## src/rtl/rfl_pkg.sv

```systemverilog
package rfl_pkg;
  typedef enum logic {
    TX_IDLE = 1'b0,
    TX_SEND = 1'b1
  } tx_state_e;
endpackage

```

## src/rtl/rfl_pending_slot.sv

```systemverilog
module rfl_pending_slot #(
  parameter int unsigned W = 84
) (
  input  logic         clk_i,
  input  logic         rst_ni,
  input  logic         push_i,
  input  logic         pop_i,
  input  logic [W-1:0] data_i,
  output logic         valid_o,
  output logic [W-1:0] data_o,
  output logic         drop_o
);
  logic         valid_q;
  logic [W-1:0] data_q;
  logic         take;

  // occupied and not draining this cycle: request lost
  assign drop_o = push_i && valid_q && !pop_i;
  assign take   = push_i && !drop_o;

  always_ff @(posedge clk_i or negedge rst_ni) begin
    if (!rst_ni) begin
      valid_q <= 1'b0;
      data_q  <= '0;
    end else begin
      if (take) begin
        valid_q <= 1'b1;
        data_q  <= data_i;
      end else if (pop_i) begin
        valid_q <= 1'b0;
      end
    end
  end

  assign valid_o = valid_q;
  assign data_o  = data_q;
endmodule

```

## src/rtl/rfl_lane_tx.sv

```systemverilog
module rfl_lane_tx
  import rfl_pkg::*;
#(
  parameter int unsigned N_LANES   = 12,
  parameter int unsigned FRAME_LEN = 7,
  localparam int unsigned REC_W    = N_LANES * FRAME_LEN,
  localparam int unsigned CNT_W    = $clog2(FRAME_LEN + 1)
) (
  input  logic               clk_i,
  input  logic               rst_ni,
  input  logic               load_i,
  input  logic [REC_W-1:0]   rec_i,
  output logic               active_o,
  output logic               last_o,
  output logic [N_LANES-1:0] bits_o
);
  localparam logic [CNT_W-1:0] LastCnt = CNT_W'(FRAME_LEN - 1);

  tx_state_e                         state_q;
  logic [CNT_W-1:0]                  cnt_q;
  logic [N_LANES-1:0][FRAME_LEN-1:0] sh_q;

  assign active_o = (state_q == TX_SEND);
  assign last_o   = active_o && (cnt_q == LastCnt);

  always_ff @(posedge clk_i or negedge rst_ni) begin
    if (!rst_ni) begin
      state_q <= TX_IDLE;
      cnt_q   <= '0;
      sh_q    <= '0;
    end else if (load_i) begin
      state_q <= TX_SEND;
      cnt_q   <= '0;
      for (int k = 0; k < N_LANES; k++) sh_q[k] <= rec_i[k*FRAME_LEN +: FRAME_LEN];
    end else if (active_o) begin
      if (last_o) begin
        state_q <= TX_IDLE;
        cnt_q   <= '0;
        sh_q    <= '0;
      end else begin
        cnt_q <= cnt_q + 1'b1;
        for (int k = 0; k < N_LANES; k++) sh_q[k] <= {sh_q[k][FRAME_LEN-2:0], 1'b0};
      end
    end
  end

  for (genvar k = 0; k < N_LANES; k++) begin : g_lane
    assign bits_o[k] = active_o & sh_q[k][FRAME_LEN-1];
  end
endmodule

```

## src/rtl/rfl_lane_rx.sv

```systemverilog
module rfl_lane_rx #(
  parameter int unsigned N_LANES   = 12,
  parameter int unsigned FRAME_LEN = 7,
  localparam int unsigned REC_W    = N_LANES * FRAME_LEN,
  localparam int unsigned CNT_W    = $clog2(FRAME_LEN + 1)
) (
  input  logic               clk_i,
  input  logic               rst_ni,
  input  logic               dav_i,
  input  logic [N_LANES-1:0] bits_i,
  output logic [REC_W-1:0]   rec_o,
  output logic               valid_o
);
  localparam logic [CNT_W-1:0] LastCnt = CNT_W'(FRAME_LEN - 1);

  logic [CNT_W-1:0]                  cnt_q;
  logic [N_LANES-1:0][FRAME_LEN-1:0] sh_q;
  logic [N_LANES-1:0][FRAME_LEN-1:0] sh_d;
  logic [REC_W-1:0]                  rec_q;
  logic                              valid_q;

  for (genvar k = 0; k < N_LANES; k++) begin : g_lane
    assign sh_d[k] = {sh_q[k][FRAME_LEN-2:0], bits_i[k]};
  end

  always_ff @(posedge clk_i or negedge rst_ni) begin
    if (!rst_ni) begin
      cnt_q   <= '0;
      sh_q    <= '0;
      rec_q   <= '0;
      valid_q <= 1'b0;
    end else if (dav_i) begin
      sh_q <= sh_d;
      if (cnt_q == LastCnt) begin
        cnt_q   <= '0;
        valid_q <= 1'b1;
        for (int k = 0; k < N_LANES; k++) rec_q[k*FRAME_LEN +: FRAME_LEN] <= sh_d[k];
      end else begin
        cnt_q   <= cnt_q + 1'b1;
        valid_q <= 1'b0;
      end
    end else begin
      // framing low: drop any partial frame, lanes are not sampled
      cnt_q   <= '0;
      valid_q <= 1'b0;
    end
  end

  assign rec_o   = rec_q;
  assign valid_o = valid_q;
endmodule

```

## src/rtl/readout_frame_link.sv

```systemverilog
module readout_frame_link #(
  parameter int unsigned N_LANES   = 12,
  parameter int unsigned FRAME_LEN = 7,
  parameter int unsigned LINK_W    = 20,
  localparam int unsigned REC_W    = N_LANES * FRAME_LEN,
  localparam int unsigned DAV_BIT  = LINK_W - 1
) (
  input  logic              clk_i,
  input  logic              rst_ni,
  input  logic              capture_i,
  input  logic [REC_W-1:0]  record_i,
  output logic              busy_o,
  output logic              overflow_o,
  output logic [LINK_W-1:0] link_o,
  input  logic [LINK_W-1:0] rx_link_i,
  output logic [REC_W-1:0]  rx_record_o,
  output logic              rx_valid_o
);
  logic               tx_active, tx_last, tx_ready, tx_load;
  logic [N_LANES-1:0] tx_bits;
  logic [REC_W-1:0]   load_rec;
  logic               pend_valid, pend_push, pend_pop, pend_drop;
  logic [REC_W-1:0]   pend_data;
  logic               ovf_q;

  assign tx_ready  = !tx_active || tx_last;
  assign pend_pop  = tx_ready && pend_valid;
  // direct path only when shifter free and nothing held
  assign pend_push = capture_i && !(tx_ready && !pend_valid);
  assign tx_load   = tx_ready && (pend_valid || capture_i);
  assign load_rec  = pend_valid ? pend_data : record_i;

  rfl_pending_slot #(.W(REC_W)) slot_i (
    .clk_i   (clk_i),
    .rst_ni  (rst_ni),
    .push_i  (pend_push),
    .pop_i   (pend_pop),
    .data_i  (record_i),
    .valid_o (pend_valid),
    .data_o  (pend_data),
    .drop_o  (pend_drop)
  );

  rfl_lane_tx #(.N_LANES(N_LANES), .FRAME_LEN(FRAME_LEN)) tx_i (
    .clk_i    (clk_i),
    .rst_ni   (rst_ni),
    .load_i   (tx_load),
    .rec_i    (load_rec),
    .active_o (tx_active),
    .last_o   (tx_last),
    .bits_o   (tx_bits)
  );

  always_ff @(posedge clk_i or negedge rst_ni) begin
    if (!rst_ni) ovf_q <= 1'b0;
    else         ovf_q <= pend_drop;
  end

  assign busy_o     = tx_active;
  assign overflow_o = ovf_q;

  assign link_o[N_LANES-1:0] = tx_bits;
  assign link_o[DAV_BIT]     = tx_active;
  if (DAV_BIT > N_LANES) begin : g_spare
    assign link_o[DAV_BIT-1:N_LANES] = '0;
  end

  if (DAV_BIT > N_LANES) begin : g_rx_spare
    logic rx_spare_unused;
    assign rx_spare_unused = ^rx_link_i[DAV_BIT-1:N_LANES];
  end

  rfl_lane_rx #(.N_LANES(N_LANES), .FRAME_LEN(FRAME_LEN)) rx_i (
    .clk_i   (clk_i),
    .rst_ni  (rst_ni),
    .dav_i   (rx_link_i[DAV_BIT]),
    .bits_i  (rx_link_i[N_LANES-1:0]),
    .rec_o   (rx_record_o),
    .valid_o (rx_valid_o)
  );
endmodule

```

## config.mk

```make
export PLATFORM = sky130hd
export DESIGN_NAME = readout_frame_link
export DESIGN_NICKNAME = d
export VERILOG_FILES = /design/src/rtl/rfl_pkg.sv /design/src/rtl/rfl_pending_slot.sv /design/src/rtl/rfl_lane_tx.sv /design/src/rtl/rfl_lane_rx.sv /design/src/rtl/readout_frame_link.sv
export SDC_FILE = /design/constraint.sdc
export NUM_CORES = 1
export LEC_CHECK = 0
export BUFFER_PORTS_ARGS = -buffer_cell sky130_fd_sc_hd__clkbuf_2
export CORE_MARGIN = 3
export CORE_UTILIZATION = 50
export CTS_BUF_LIST = sky130_fd_sc_hd__clkbuf_4 sky130_fd_sc_hd__clkbuf_8
export DETAILED_ROUTE_END_ITERATION = 10
export GPL_TIMING_DRIVEN = 0
export PLACE_DENSITY_LB_ADDON = 0.05
export SLEW_MARGIN = 25
export SYNTH_ARGS = -nofsm -noshare
export SYNTH_HDL_FRONTEND = slang
export SYNTH_HIERARCHICAL = 1
export SYNTH_SLANG_ARGS = --single-unit
```

## constraint.sdc

```tcl
create_clock -name clk_i -period 2.67 [get_ports clk_i]
set_clock_uncertainty 0.2 [all_clocks]
set_input_delay 0.801 -clock clk_i [delete_from_list [all_inputs] [get_ports clk_i]]
set_output_delay 0.801 -clock clk_i [all_outputs]
set_load 0.03 [all_outputs]
```

Word-level counts from Yosys, hierarchy flattened
Cells that the tools add are included.
{"block": "word_totals", "ff_bits": 334, "in_bits": 107, "wordCells": 82}
{"block": "op_classes", "n_addsub": 2, "n_eq_ne": 2, "muxes": 16, "bitwise_logic": 12, "reduce_logical": 18}
{"operator": "84-bit two-way mux", "count": 4}
{"operator": "3-bit two-way mux", "count": 5}
{"operator": "1-bit bitwise AND", "count": 12}
{"operator": "1-bit logical AND", "count": 8}
{"operator": "1-bit two-way mux", "count": 7}
{"operator": "3-bit by 1-bit adder with 3-bit output, second input constant", "count": 2}
{"operator": "3-bit == test, second input constant", "count": 2}
{"operator": "1-bit zero test", "count": 5}
{"operator": "2-bit nonzero test", "count": 2}
{"operator": "1-bit logical OR", "count": 2}
{"operator": "2-bit AND reduction", "count": 1}

Longest topological paths before layout
{"block": "logic_depth", "ltp_word": 11, "ltp_mapped": 11, "depth_no_buf": 8}

By module
The synthesis kept the hierarchy.
{"module": "rfl_lane_rx", "n_inst": 1, "cells_each": 343, "area_per_inst_um2": 5945.7}
{"module": "rfl_lane_tx", "n_inst": 1, "cells_each": 298, "area_per_inst_um2": 3803.6}
{"module": "rfl_pending_slot", "n_inst": 1, "cells_each": 183, "area_per_inst_um2": 3479.6}
{"module": "readout_frame_link", "n_inst": 1, "cells_each": 109, "area_per_inst_um2": 1244.9}

Least setup slack after synthesis
OpenSTA, ideal clock, no wires.
{"block": "synth_timing", "path_type": "flip-flop to output port", "from": "register tx_i.state_q (netlist: tx_i/active_o)", "to": "output port link_o[1]", "t_arrival_ns": 1.183, "slack_ns": 0.486, "stages_incl_launch_ff": 3, "cell_sequence": "dfrtp_1 clkbuf_1 and2_1"}
{"block": "synth_between", "elab_chain_len": 1}
{"item": "start: declaration", "line": "rfl_lane_tx.sv:19", "source": "tx_state_e state_q;"}
{"item": "start signal: assignment", "line": "rfl_lane_tx.sv:28", "source": "state_q <= TX_IDLE;"}
{"item": "start signal: assignment", "line": "rfl_lane_tx.sv:32", "source": "state_q <= TX_SEND;"}
{"item": "start signal: assignment", "line": "rfl_lane_tx.sv:37", "source": "state_q <= TX_IDLE;"}
{"item": "1-bit bitwise AND", "line": "rfl_lane_tx.sv:48", "source": "assign bits_o[k] = active_o & sh_q[k][FRAME_LEN-1];"}
{"item": "end: declaration", "line": "readout_frame_link.sv:14", "source": "output logic [LINK_W-1:0] link_o,"}
Every way passes these cells.

Worst setup path in the final report
{"block": "layout_timing", "from": "register tx_i.state_q (netlist: tx_i/active_o)", "to": "output port link_o[8]"}
The elaborated chain is that of the path after synthesis.

==> results.json <==
{
  "antenna_found_initial": 3,
  "grt_pass1_vias": 9103,
  "power_density_mw_per_mm2": 1156,
  "timing.hold.ws_ns": 0.03320,
  "synthDistinctLibCells": 33,
  "yosysWarnings": 6,
  "post_drt_via_cell_ratio": 5.272,
  "start_util": 0.5139,
  "drv_cap": 0,
  "pre_cts_slack_ns": 0.1041,
  "cpMaxStageDelayCell": "dfrtp_2",
  "cp.required_ns": 1.67,
  "rsz0062_at_grt": "false",
  "fin_crit_sh": 0.9579,
  "cp_cell_sequence": "clkbuf_4 -> and2_1 -> clkbuf_2",
  "rr_worst_depth": 10,
  "dp.cells": 1520,
  "cts_buffer_depth": 3,
  "placementRows": 61,
  "ys_seq_elements": 334,
  "r2r_end": "tx_i/sh_q[68]",
  "grt_first_pass_wirelength_um": 48280,
  "finalHoldViolCount": 0,
  "diodes": 0,
  "via_count": 8498,
  "gp_congestion": 0.7493,
  "io_pins": 214,
  "status": "finished clean",
  "grt.total_usage": 0.1921,
  "dr.pass1.iters": 4,
  "critPathKind": "reg2out",
  "die_w_um": 176.1,
  "cts_tree": "yes",
  "cts_buffers": 55,
  "worst_pin_slew_ns": 0.6451,
  "fmax_mhz": 391.0,
  "hpwlAfterDp_um": 20220,
  "finalNonFillerCells": 1612,
  "yosysSeqAreaShare": 0.5775,
  "drv_slew": 0,
  "utilization": 0.6102,
  "syn-instance-count": 933,
  "period_needed_ns": 2.558,
  "worst_setup_path_start_kind": "register",
  "layout-drive-gt1-share": 0.5178,
  "portBuffers": 199,
  "arrival_ns": 1.56,
  "cts-root-buf": "clkbuf_8",
  "r2r_start": "slot_i/valid_o",
  "nets": 1309,
  "clk_pin_slew_ns": 0.06,
  "drt-initial-drc-count": 336,
  "clock_sinks": 334,
  "path_max_fanout": 10,
  "leakage_nw": 9.143,
  "fin_total_pwr_mw": 19.87,
  "synth_area_per_cell_sq_um": 15.51,
  "dieArea_sq_mm": 0.03103,
  "setup-violations-final": 0,
  "syn2layout_area_growth_pct": 18.73,
  "timing.hold.worst.class": "in2async",
  "clock_latency_ns": 0.57,
  "netlist_area_sq_mm": 0.01447,
  "fin_ws_ns": 0.1124,
  "peakVddDrop_uv": 564.8,
  "antenna_left": 0,
  "grt_max_degree": 79,
  "slew_headroom": 0.5699,
  "htree_levels": 2,
  "post_drt_wl_per_cell_um": 18.51,
  "drc": 0,
  "routed_wl_um": 29840,
  "die_h_um": 176.1,
  "critPathMaxStageDelay_ns": 0.36,
  "globalRouteOverflowTotal": 0,
  "endpoint_kind": "primary output",
  "core_area_sq_mm": 0.02816,
  "reg2reg_slack_ns": 0.20
}
## metrics by stage
| stage | TNS (ns) | cell area [sq um] |
|---|---|---|
| global route | 0 | 17190 |
| CTS | 0 | 17180 |
| detailed placement | 0 | 16080 |
| global placement | -2305.11 | 15970 |
| floorplan | 0 | 14500 |
| finish | 0 | 17190 |
## sequential cells by signal (all words and copies together), names as in the netlist
signal and count:
tx_i/cnt_q 3, rx_i/valid_o 1, tx_i/sh_q 84, slot_i/valid_o 1, overflow_o 1, rx_i/cnt_q 3, rx_i/sh_d 72, rx_i/rec_o 84
tx_i/active_o 1, slot_i/data_o 84
## placed cells by master (no fill, tap or decap), types with 6 or more instances in the layout
cell type | Yosys | layout
a21o_1 | 73 | 73
a22o_1 | 85 | 85
and2_1 | 12 | 12
buf_12 | 6 | 6
buf_2 | 29 | 28
buf_4 | 12 | 13
buf_6 | 12 | 12
clkbuf_1 | 12 | 8
clkbuf_2 | 0 | 201
clkbuf_4 | 0 | 26
clkbuf_8 | 0 | 65
conb_1 | 1 | 7
dfrtp_1 | 334 | 333
mux2_1 | 49 | 49
mux2_2 | 189 | 189
mux2_4 | 87 | 87
## kinds of logic after synthesis
logic type | after synthesis | synth area share
flip-flops | 334 | 0.5775
multiplexers | 325 | 0.2754
AO/OA/AOI/OAI | 164 | 0.09224
adder cells (fa/ha/maj) | 2 | 0.001729
other | 1 | 0.0002591
AND/OR/NAND/NOR | 31 | 0.01383
buffers and inverters | 76 | 0.03907
## synthesized netlist by cell type (all sizes together)
cell type  instances  share of area
o211a              1        0.00069
nor3               1        0.00035
mux2             325           0.28
nand2              3         0.0013
dfrtp            334           0.58
and2              12         0.0052
nor2               4         0.0012
and3b              1        0.00061
a22o              85          0.051
nand4b             1        0.00061
and3               1        0.00043
nand2b             3         0.0018
a21boi             1        0.00052
nor2b              3         0.0013
a21o              73          0.038
o21a               2         0.0010
nand3b             1        0.00052
inv                4         0.0010
clkbuf            12         0.0031
conb               1        0.00026
ha                 2         0.0017
buf               60          0.035
a21oi              2        0.00069
nor3b              1        0.00052
## per-layer routing
layer,share of wire,GRT usage
met5,0.0016,0
met3,0.068,0.04731
met1,0.47,0.2795
met2,0.45,0.2933
met4,0.011,0.04454
## power breakdown
group,internal (mW),total [mW],switching [mW]
Combinational,4.28,7.90,3.62
Clock,2.49,4.39,1.90
Sequential,6.72,7.58,0.862
Total,13.5,19.9,6.38
## critical path: cells and delay by family, from the launching register on
| family | cells | cell delay, ns |
|---|---|---|
| flops | 1 | 0.36 |
| buf+inv | 2 | 0.44 |
| simple gates | 1 | 0.20 |
## repair_timing
| action | CTS | global route |
|---|---|---|
| setup endpoints to repair | 9 | 18 |
| gates resized for setup | 3 | 7 |
| buffers inserted | 1 | 0 |
| hold buffers | 0 | 0 |
## worst max-delay path by stage
| stage | from | endpoint | slack (ns) |
|---|---|---|---|
| 5_1_grt | slot_i/valid_o | tx_i/sh_q[68] | 0.02 |
| 2_1_floorplan | tx_i/active_o | link_o[1] | 0.49 |
| 3_3_place_gp | rst_ni | rx_i/rec_o[15] | -6.95 |
| 3_5_place_dp | tx_i/active_o | link_o[6] | 0.10 |
| 4_1_cts | tx_i/active_o | link_o[6] | 0.08 |
| 6_report | tx_i/active_o | link_o[8] | 0.11 |
## area by class of cell
class,count,area [sq um]
clock inverter,3,21.27
tap,378,473.0
inverter,4,15.01
clock buffer,88,1061
fill,2262,10980
timing repair buffer,204,1122
multi-input combinational,529,5573
sequential,334,8359
buffer,72,560.5
Note: power is estimated with default switching activity, not from simulation.
